`config.mk`:
```
export PLATFORM = sky130hd
export DESIGN_NAME = wake_sleep_ctrl
export DESIGN_NICKNAME = d
export VERILOG_FILES = /design/src/rtl/wake_pkg.sv /design/src/rtl/wake_prescaler.sv /design/src/rtl/wake_period_timer.sv /design/src/rtl/wake_sleep_seq.sv /design/src/rtl/wake_sleep_ctrl.sv
export SDC_FILE = /design/constraint.sdc
export NUM_CORES = 1
export LEC_CHECK = 0
export BUFFER_PORTS_ARGS = -buffer_cell sky130_fd_sc_hd__buf_2
export CAP_MARGIN = 25
export CORE_AREA = 8 8 154 156
export CTS_CLUSTER_SIZE = 24
export DETAILED_ROUTE_END_ITERATION = 8
export DIE_AREA = 0 0 162 164
export PLACE_DENSITY_LB_ADDON = 0.15
export SYNTH_ARGS = -nofsm -noshare
export SYNTH_HDL_FRONTEND = slang
export SYNTH_SLANG_ARGS = --single-unit
```
`constraint.sdc`:
```
create_clock -name clk -period 4.4 [get_ports clk]
set_input_delay 0.88 -clock clk [delete_from_list [all_inputs] [get_ports clk]]
set_output_delay 0.88 -clock clk [all_outputs]
set_load 0.01 [all_outputs]
```
`src/rtl/wake_pkg.sv`:
```
package wake_pkg;

    localparam int MANT_W = 8;
    localparam int EXP_W  = 5;
    localparam int DUTY_W = 7;
    localparam int SLP_W  = 8;
    // widest millisecond count: mantissa shifted by the largest exponent
    localparam int MS_W   = MANT_W + (1 << EXP_W) - 1;

    typedef struct packed {
        logic [MANT_W-1:0] mant;
        logic [EXP_W-1:0]  expo;
        logic [DUTY_W-1:0] duty;
        logic              duty_en;
    } wake_cfg_t;

    typedef struct packed {
        logic xo;
        logic synth;
        logic pa;
    } pwr_en_t;

    typedef enum logic [1:0] {
        PWR_OFF,
        PWR_ON,
        PWR_DRAIN
    } pwr_state_t;

    function automatic logic [MS_W-1:0] period_ms(input wake_cfg_t c);
        return MS_W'(c.mant) << c.expo;
    endfunction

    function automatic logic [MS_W-1:0] window_ms(input wake_cfg_t c);
        return MS_W'({c.duty, 1'b1}) << c.expo;
    endfunction

endpackage

```
`src/rtl/wake_prescaler.sv`:
```
module wake_prescaler #(
    parameter int CLKS_PER_MS = 1000
) (
    input  logic clk,
    input  logic rst,
    input  logic run_i,
    output logic tick_o
);
    localparam int PW = (CLKS_PER_MS > 1) ? $clog2(CLKS_PER_MS) : 1;
    localparam logic [PW-1:0] LAST = PW'(CLKS_PER_MS - 1);

    logic [PW-1:0] cnt_q;

    always_ff @(posedge clk) begin
        if (rst || !run_i) begin
            cnt_q <= '0;
        end else if (cnt_q == LAST) begin
            cnt_q <= '0;
        end else begin
            cnt_q <= cnt_q + 1'b1;
        end
    end

    assign tick_o = run_i && (cnt_q == LAST);

endmodule

```
`src/rtl/wake_period_timer.sv`:
```
module wake_period_timer
    import wake_pkg::*;
(
    input  logic      clk,
    input  logic      rst,
    input  logic      en_i,
    input  wake_cfg_t cfg_i,
    input  logic      tick_i,
    output logic      run_o,
    output logic      wake_o,
    output logic      rx_on_o
);
    logic            run_q;
    wake_cfg_t       cfg_q;
    logic [MS_W-1:0] ms_q;
    logic            wake_q;
    logic            active;
    logic [MS_W-1:0] last_ms;
    logic [MS_W-1:0] win_ms;

    assign active  = (cfg_q.mant != '0);
    assign last_ms = period_ms(cfg_q) - 1'b1;
    assign win_ms  = window_ms(cfg_q);

    always_ff @(posedge clk) begin
        if (rst) begin
            run_q  <= 1'b0;
            cfg_q  <= '0;
            ms_q   <= '0;
            wake_q <= 1'b0;
        end else begin
            run_q  <= en_i;
            wake_q <= 1'b0;
            if (en_i && !run_q) begin
                cfg_q <= cfg_i;
                ms_q  <= '0;
            end else if (!run_q) begin
                ms_q <= '0;
            end else if (tick_i && active) begin
                if (ms_q == last_ms) begin
                    ms_q   <= '0;
                    wake_q <= 1'b1;
                end else begin
                    ms_q <= ms_q + 1'b1;
                end
            end
        end
    end

    assign run_o   = run_q;
    assign wake_o  = wake_q;
    assign rx_on_o = run_q && active && cfg_q.duty_en && (ms_q < win_ms);

    // captured settings hold while the enable stays high
    a_r4_cfg_frozen: assert property (@(posedge clk) disable iff (rst)
        (run_q && en_i) |=> $stable(cfg_q));

    // no wake while idle or with a zero mantissa
    a_r3_idle_no_wake: assert property (@(posedge clk) disable iff (rst)
        (!run_q || cfg_q.mant == '0) |=> !wake_q);

    // a wake only follows a millisecond tick
    a_r1_wake_on_tick: assert property (@(posedge clk) disable iff (rst)
        (!tick_i) |=> !wake_q);

endmodule

```
`src/rtl/wake_sleep_seq.sv`:
```
module wake_sleep_seq
    import wake_pkg::*;
(
    input  logic             clk,
    input  logic             rst,
    input  logic             auto_i,
    input  logic             tx_i,
    input  logic             sleep_i,
    input  logic [SLP_W-1:0] slp_cyc_i,
    input  pwr_en_t          man_i,
    output pwr_en_t          en_o
);
    pwr_state_t       state_q;
    logic [SLP_W-1:0] cnt_q;
    pwr_en_t          en_q;

    always_ff @(posedge clk) begin
        if (rst) begin
            state_q <= PWR_OFF;
            cnt_q   <= '0;
            en_q    <= '0;
        end else if (!auto_i) begin
            en_q    <= man_i;
            cnt_q   <= '0;
            state_q <= (man_i != '0) ? PWR_ON : PWR_OFF;
        end else if (tx_i) begin
            en_q    <= '1;
            cnt_q   <= '0;
            state_q <= PWR_ON;
        end else if (state_q == PWR_DRAIN) begin
            if (cnt_q <= 1) begin
                en_q.xo <= 1'b0;
                cnt_q   <= '0;
                state_q <= PWR_OFF;
            end else begin
                cnt_q <= cnt_q - 1'b1;
            end
        end else if (sleep_i) begin
            en_q.synth <= 1'b0;
            en_q.pa    <= 1'b0;
            if (slp_cyc_i == '0 || !en_q.xo) begin
                en_q.xo <= 1'b0;
                state_q <= PWR_OFF;
            end else begin
                cnt_q   <= slp_cyc_i;
                state_q <= PWR_DRAIN;
            end
        end
    end

    assign en_o = en_q;

    // transmit command powers everything up
    a_r8_tx_all_on: assert property (@(posedge clk) disable iff (rst)
        (auto_i && tx_i) |=> (en_q == 3'b111));

    // synthesizer and amplifier drop on the sleep edge
    a_r9_fast_off: assert property (@(posedge clk) disable iff (rst)
        (auto_i && sleep_i && !tx_i && state_q != PWR_DRAIN) |=> (!en_q.synth && !en_q.pa));

    // oscillator held while the countdown has cycles left
    a_r9_xo_held: assert property (@(posedge clk) disable iff (rst)
        (auto_i && !tx_i && state_q == PWR_DRAIN && cnt_q > 1) |=> en_q.xo);

    // manual mode copies the vector
    a_r11_manual_copy: assert property (@(posedge clk) disable iff (rst)
        (!auto_i) |=> (en_q == $past(man_i)));

endmodule

```
`src/rtl/wake_sleep_ctrl.sv`:
```
module wake_sleep_ctrl
    import wake_pkg::*;
#(
    parameter int CLKS_PER_MS = 1000
) (
    input  logic              clk,
    input  logic              rst,
    input  logic              tmr_en_i,
    input  logic [MANT_W-1:0] tmr_mant_i,
    input  logic [EXP_W-1:0]  tmr_exp_i,
    input  logic              duty_en_i,
    input  logic [DUTY_W-1:0] duty_d_i,
    input  logic              stat_rd_i,
    input  logic              auto_mode_i,
    input  logic              tx_cmd_i,
    input  logic              sleep_cmd_i,
    input  logic [SLP_W-1:0]  sleep_cyc_i,
    input  logic [2:0]        man_en_i,
    output logic              wake_o,
    output logic              irq_n_o,
    output logic              rx_on_o,
    output logic              xo_en_o,
    output logic              synth_en_o,
    output logic              pa_en_o
);
    wake_cfg_t cfg;
    pwr_en_t   man_en;
    pwr_en_t   pwr_en;
    logic      run;
    logic      tick;
    logic      wake;
    logic      irq_q;

    assign cfg = '{mant: tmr_mant_i, expo: tmr_exp_i, duty: duty_d_i, duty_en: duty_en_i};
    assign man_en = '{xo: man_en_i[2], synth: man_en_i[1], pa: man_en_i[0]};

    wake_prescaler #(.CLKS_PER_MS(CLKS_PER_MS)) u_presc (
        .clk    (clk),
        .rst    (rst),
        .run_i  (run),
        .tick_o (tick)
    );

    wake_period_timer u_timer (
        .clk     (clk),
        .rst     (rst),
        .en_i    (tmr_en_i),
        .cfg_i   (cfg),
        .tick_i  (tick),
        .run_o   (run),
        .wake_o  (wake),
        .rx_on_o (rx_on_o)
    );

    wake_sleep_seq u_seq (
        .clk       (clk),
        .rst       (rst),
        .auto_i    (auto_mode_i),
        .tx_i      (tx_cmd_i),
        .sleep_i   (sleep_cmd_i),
        .slp_cyc_i (sleep_cyc_i),
        .man_i     (man_en),
        .en_o      (pwr_en)
    );

    always_ff @(posedge clk) begin
        if (rst) begin
            irq_q <= 1'b0;
        end else if (wake) begin
            irq_q <= 1'b1;
        end else if (stat_rd_i) begin
            irq_q <= 1'b0;
        end
    end

    assign wake_o     = wake;
    assign irq_n_o    = !irq_q;
    assign xo_en_o    = pwr_en.xo;
    assign synth_en_o = pwr_en.synth;
    assign pa_en_o    = pwr_en.pa;

    // a wake always leaves the interrupt asserted
    a_r7_irq_after_wake: assert property (@(posedge clk) disable iff (rst)
        wake |=> !irq_n_o);

    // the interrupt only releases after a status read
    a_r7_irq_release: assert property (@(posedge clk) disable iff (rst)
        $rose(irq_n_o) |-> $past(stat_rd_i));

endmodule

```
### Word-level counts from Yosys, hierarchy flattened

Index checks and enable logic that the tools add are counted.

| cells by class | value |
|---|---|
| bitwise operators | 3 |
| reductions and logical operators | 24 |
| $add $sub $neg | 4 |
| equality and inequality tests | 9 |
| shift-type cells | 2 |
| $lt $le $gt $ge | 2 |
| muxes and demuxes | 22 |

Operator list:

| kind | number |
|---|---|
| << shifter 8 x 5 -> 39 bit | 2 |
| adder 39 x 1 -> 39 bit (second input constant) | 1 |
| == test 39 bit | 1 |
| < comparator 39 bit | 1 |
| 2-to-1 mux 39 bit | 1 |
| subtractor 39 x 1 -> 39 bit (second input constant) | 1 |
| 2-to-1 mux 8 bit | 4 |
| 2-to-1 mux 2 bit | 7 |
| adder 10 x 1 -> 10 bit (second input constant) | 1 |
| == test 10 bit (second input constant) | 1 |
| 2-to-1 mux 3 bit | 3 |
| less-or-equal comparator 8 x 1 -> 1 bit (second input constant) | 1 |
| logical NOT 8 bit | 1 |
| inequality test 4 x 1 -> 1 bit (second input constant) | 2 |
| nonzero test 8 bit | 1 |
| subtractor 8 x 1 -> 8 bit (second input constant) | 1 |
| 2-to-1 mux 1 bit | 7 |
| logical AND 1 bit | 6 |
| AND reduction 2 bit | 3 |
| OR reduction 3 bit | 2 |
| inequality test 4 bit (second input constant) | 1 |
| nonzero test 2 bit | 2 |
| OR reduction 4 bit | 1 |
| logical NOT 1 bit | 3 |
| 9 further kinds | 12 |

| storage, ports and cells | value |
|---|---|
| output and inout port bits | 6 |
| register bits | 86 |

### Logic depth before layout (Yosys ltp)

| logic depth | value |
|---|---|
| depth in word-level cells | 7 |
| gate-level depth with buffers | 21 |
| gate-level depth less buffers | 17 |

### Modules after synthesis

From an unflattened synthesis, not the netlist that was laid out.

| second synthesis, totals | value |
|---|---|
| cell total of the unflattened synthesis | 1153 |
| area total of the unflattened synthesis | 8549.4 µm² |

Modules (own cells, without submodules):

| module | instances | area an instance (µm²) | cells each |
|---|---|---|---|
| wake_period_timer | 1 | 7205.7 | 990 |
| wake_sleep_seq | 1 | 840.8 | 106 |
| wake_prescaler | 1 | 460.4 | 52 |
| wake_sleep_ctrl | 1 | 42.5 | 5 |

### Least setup slack after synthesis

OpenSTA, ideal clock, no wires.

| path | value |
|---|---|
| path type | register to output |
| start point | register u_timer.cfg_q[9] in the netlist's numbering |
| end point | output port rx_on_o |
| stages on the path, launching flop included | 22 |
| data arrival time | 4.059 ns |
| data required time | 3.520 ns |
| path slack | -0.539 ns |
| path through | dfxtp_1 > buf_2 > buf_2 > buf_4 > clkbuf_1 > mux2_2 > a22o_1 > mux2i_1 > o21ai_0 > nand2_1 > ha_1 > a21o_1 > a21o_1 > a21o_1 > a21o_1 > a21oi_1 > nor2b_1 > o21ai_0 > nand2b_1 > a211oi_1 > o31ai_1 > a31oi_1 |

| between the ends | value |
|---|---|
| longest elaborated chain between the ends | 3 |

RTL lines:

| item | RTL line | text |
|---|---|---|
| start, declared | wake_period_timer.sv:14 | `wake_cfg_t cfg_q;` |
| start signal, assigned | wake_period_timer.sv:35 | `cfg_q <= cfg_i;` |
| << shifter 8 x 5 -> 39 bit | wake_pkg.sv:34 | `return MS_W'({c.duty, 1'b1}) << c.expo;` |
| < comparator 39 bit | wake_period_timer.sv:52 | `assign rx_on_o = run_q && active && cfg_q.duty_en && (ms_q < win_ms);` |
| logical AND 1 bit | wake_period_timer.sv:52 |  |
| end, declared | wake_sleep_ctrl.sv:21 | `output logic rx_on_o,` |

No other way between the ends.

### Worst setup path after layout

Ends and elaborated chain as after synthesis.

==> flow_summary.yaml <==
run_status:
  status: "finished, violations left"
  failing_checks: "negative setup slack"
sta:
  postLayoutSetupSlackWorst_ns: -0.0445
  rsz_0062_raised_after_global_routing: "yes"
  worst_pin_slew_ns: 0.700
  worst_setup_skew_after_layout_ns: 0.0132
  drv_slew: 0
  achievable_freq_mhz: 225
  timing.final.hold_violations: 0
  fin_tns_setup_ns: -0.0445
  final.period_utilization_pct: 101
  max_slew_margin_pct: 53.2
  finalSetupViolations: 1
  fin_crit_ns: 4.44
synthesis:
  post_synth_xor_area_fraction_pct: 9.01
  most_frequently_used_cell_type_in_the_post_synthesis_netlist: "nand2_1"
  synth_seq_area_share_pct: 20.6
  muxShareOfSynthArea_pct: 6.36
  netlist_instances: 1088
  number_of_synthesized_flops_with_an_enable_pin: 0
  yosys_warnings: 0
  synthDominantAreaCellType: "dfxtp_1"
  synth_nets: 1170
  yosys_register_bits: 86
  synth_top_family_by_area: "simple AND/OR/NAND/NOR gates"
  netlist_top_cells_count: "149 x nand2_1, 86 x dfxtp_1, 74 x nor2_1, 59 x a21oi_1"
  synth-main-ff-cell: "dfxtp_1"
  yosys.area_share.simple_pct: 27.1
  synth-compound-area-share_pct: 25.4
  synthAdderAreaFrac_pct: 6.44
  avgSynthCellArea_um2: 7.68
  async_reset_ff_share_pct: 0
  post_synth_instance_area_um2: 8360
  area_share_of_the_largest_cell_type_after_synthesis_pct: 20.6
  ys_types: 84
  yosys-top-cells-area: "dfxtp_1 21%, nand2_1 6.7%, ha_1 6.4%, xor2_1 5.2%, xnor2_1 3.8%"
power_and_ir_drop:
  vdd.ir_drop.worst_mv: 0.190
  post-layout-total-power_mw: 2.45
  p_per_area_nw_per_um2: 241
  power.leakage_nw: 3.92
route:
  wl_per_cell_um: 19.4
  drtPass1Iterations: 5
  drt.antenna.violating_nets: 0
  post_drt_via_cell_ratio: 5.88
  drt_iter0_markers: 636
  detail_route.wirelength_um: 28400
  drc_errors: 0
  vias: 8619
floorplanning:
  start_util_pct: 39.2
  die_area_um2: 26600
  coreArea_um2: 21400
  die_w_um: 162
  die_h_um: 164
  num_rows: 54
  ios: 45
clock_network:
  htree_levels: 3
  holdBufCountCts: 0
  cts_buffer_depth: 2
  clkTransAtPathRegs_ns: 0.07
  cts_buffers: 9
  clockRootBuffer: "clkbuf_16"
  worst_skew_pair.late_latency_ns: 0.35
  tritoncts: "built"
  cts_sinks: 86
placement:
  dpl.cell_count: 1431
  dpl.hpwl_um: 22000
  gp_congestion: 0.971
  dp_worst_setup_slack_ns: -0.00907
  number_of_port_buffers: 44
critical_path:
  worst-endpoint-required_ns: 3.52
  ff2ff_path_depth: 14
  critical_path_arrival_ns: 3.56
  startpoint_type: "register"
  critPathKind: "reg -> out"
  setup.worst_path.end_class: "output port"
  worstPathMaxFanout: 7
grt:
  grt-ovfl-total: 0
  overall_global_routing_resource_usage_pct: 21.1
  grt_max_degree: 45
  antenna_violations_before_repair: 0
  first_pass_grt_wire_length_um: 44900
  first_global_vias: 8287
min_path:
  timing.hold.worst.class: "reg -> reg"
  hold_path_depth: 1
cells_and_area:
  area.sequential_um2: 1730
  insertedDiodeCount: 0
  drive_gt1_share_pct: 24.5
  fillCellCount: 2176
  finalNetCount: 1264
  finalCoreUtilization_pct: 47.6
  stdcell_count: 1467
  syn_to_final_growth_pct: 21.7
  multi_input_comb_area_um2: 6520
run:
  max-cap-violations: 0
-- sequential cells by signal (all words and copies together) (netlist names) --
name	cells
u_timer.cfg_q	21
irq_q	1
u_presc.cnt_q	10
u_timer.run_o	1
u_seq.en_o	3
u_timer.wake_o	1
u_seq.cnt_q	8
u_seq.state_q	2
u_timer.ms_q	39
-- worst paths after layout --
check,from,endpoint,slack (ns)
min,u_presc.cnt_q[0],u_presc.cnt_q[0],0.46
max,u_timer.cfg_q[9],rx_on_o,-0.04
min reg2reg,u_presc.cnt_q[0],u_presc.cnt_q[0],0.46
max reg2reg,u_timer.cfg_q[9],u_timer.ms_q[12],0.19
-- area by class of cell --
cell class              instances  area share [%]
repair buffers                157            11.3
well taps                     280            3.44
clock inverters                 6           0.959
inverters                      21           0.775
flip-flops and latches         86            17.0
clock buffers                  10            2.35
multi-input cells             907            64.1
-- per-stage QoR --
| stage | hold slack (ns) | area, µm² |
|---|---|---|
| finish | 0.459 | 10200 |
| detailed placement | 0.451 | 9350 |
| global placement | 0.443 | 9350 |
| global route | 0.485 | 10200 |
| CTS | 0.467 | 9760 |
| floorplan | 0.426 | 8390 |
-- layer usage --
metal	vias up	wire length, µm	GRT usage [%]
met5	-	0	0
met4	0	992	8.67
met3	66	1280	2.66
met2	231	13300	35.0
met1	4124	12800	27.3
li1	4198	-	-
-- worst max-delay path, cell delays in order, from the launching register on --
cell	delay (ns)
dfxtp_4	0.37
buf_4	0.15
mux2i_2	0.16
a21oi_1	0.32
mux2_2	0.28
nand2_1	0.08
ha_1	0.19
a21o_1	0.17
a21o_1	0.15
a21o_1	0.17
a21o_1	0.16
a21oi_2	0.11
nor2b_1	0.05
o21ai_1	0.11
nand2b_1	0.09
a211oi_2	0.20
o31ai_1	0.11
a31oi_1	0.18
buf_2	0.17
-- cells by family (layout without fill, tap and decap cells) --
family | count (synthesis) | count (layout)
adders and majority gates | 43 | 43
AOI/OAI and AO/OA | 288 | 288
buffers and inverters | 95 | 194
xor gates and xnor gates | 86 | 86
and+or+nand+nor | 446 | 446
muxes | 44 | 44
DFF | 86 | 86
-- cell usage in the layout, fill, tap and decap left out, drive strengths merged, types with 5 or more instances in the layout --
| cell | n |
|---|---|
| o211ai | 11 |
| dfxtp | 86 |
| and3 | 22 |
| a22o | 11 |
| mux2i | 25 |
| nor4 | 13 |
| nand3 | 35 |
| or3 | 14 |
| nor2 | 74 |
| nand2b | 24 |
| nand2 | 149 |
| nand3b | 6 |
| a22oi | 15 |
| a211oi | 46 |
| a21o | 15 |
| a21oi | 59 |
| mux2 | 14 |
| o21ai | 47 |
| inv | 25 |
| or2 | 8 |
| o22ai | 6 |
| o31ai | 14 |
| xnor2 | 36 |
| clkbuf | 11 |
| ha | 43 |
| mux4 | 5 |
| nand4 | 23 |
| buf | 156 |
| nor3 | 20 |
| and2 | 10 |
| a31oi | 7 |
| nor2b | 17 |
| and4 | 10 |
| xor2 | 50 |
| o31a | 6 |
-- report_power, final --
group          leakage, nW  internal [mW]  switching, mW
Clock                0.166          0.523          0.340
Sequential           0.700          0.794         0.0266
Combinational         3.06          0.350          0.416
-- what timing repair did --
action,in CTS,in global routing
resized for setup,15,58
pin swaps,14,22
setup buffers,2,17
gates cloned,0,1
setup endpoints to repair,1,41
endpoints found under the hold margin,0,0
No activity file was read; power rests on OpenSTA's default activity.
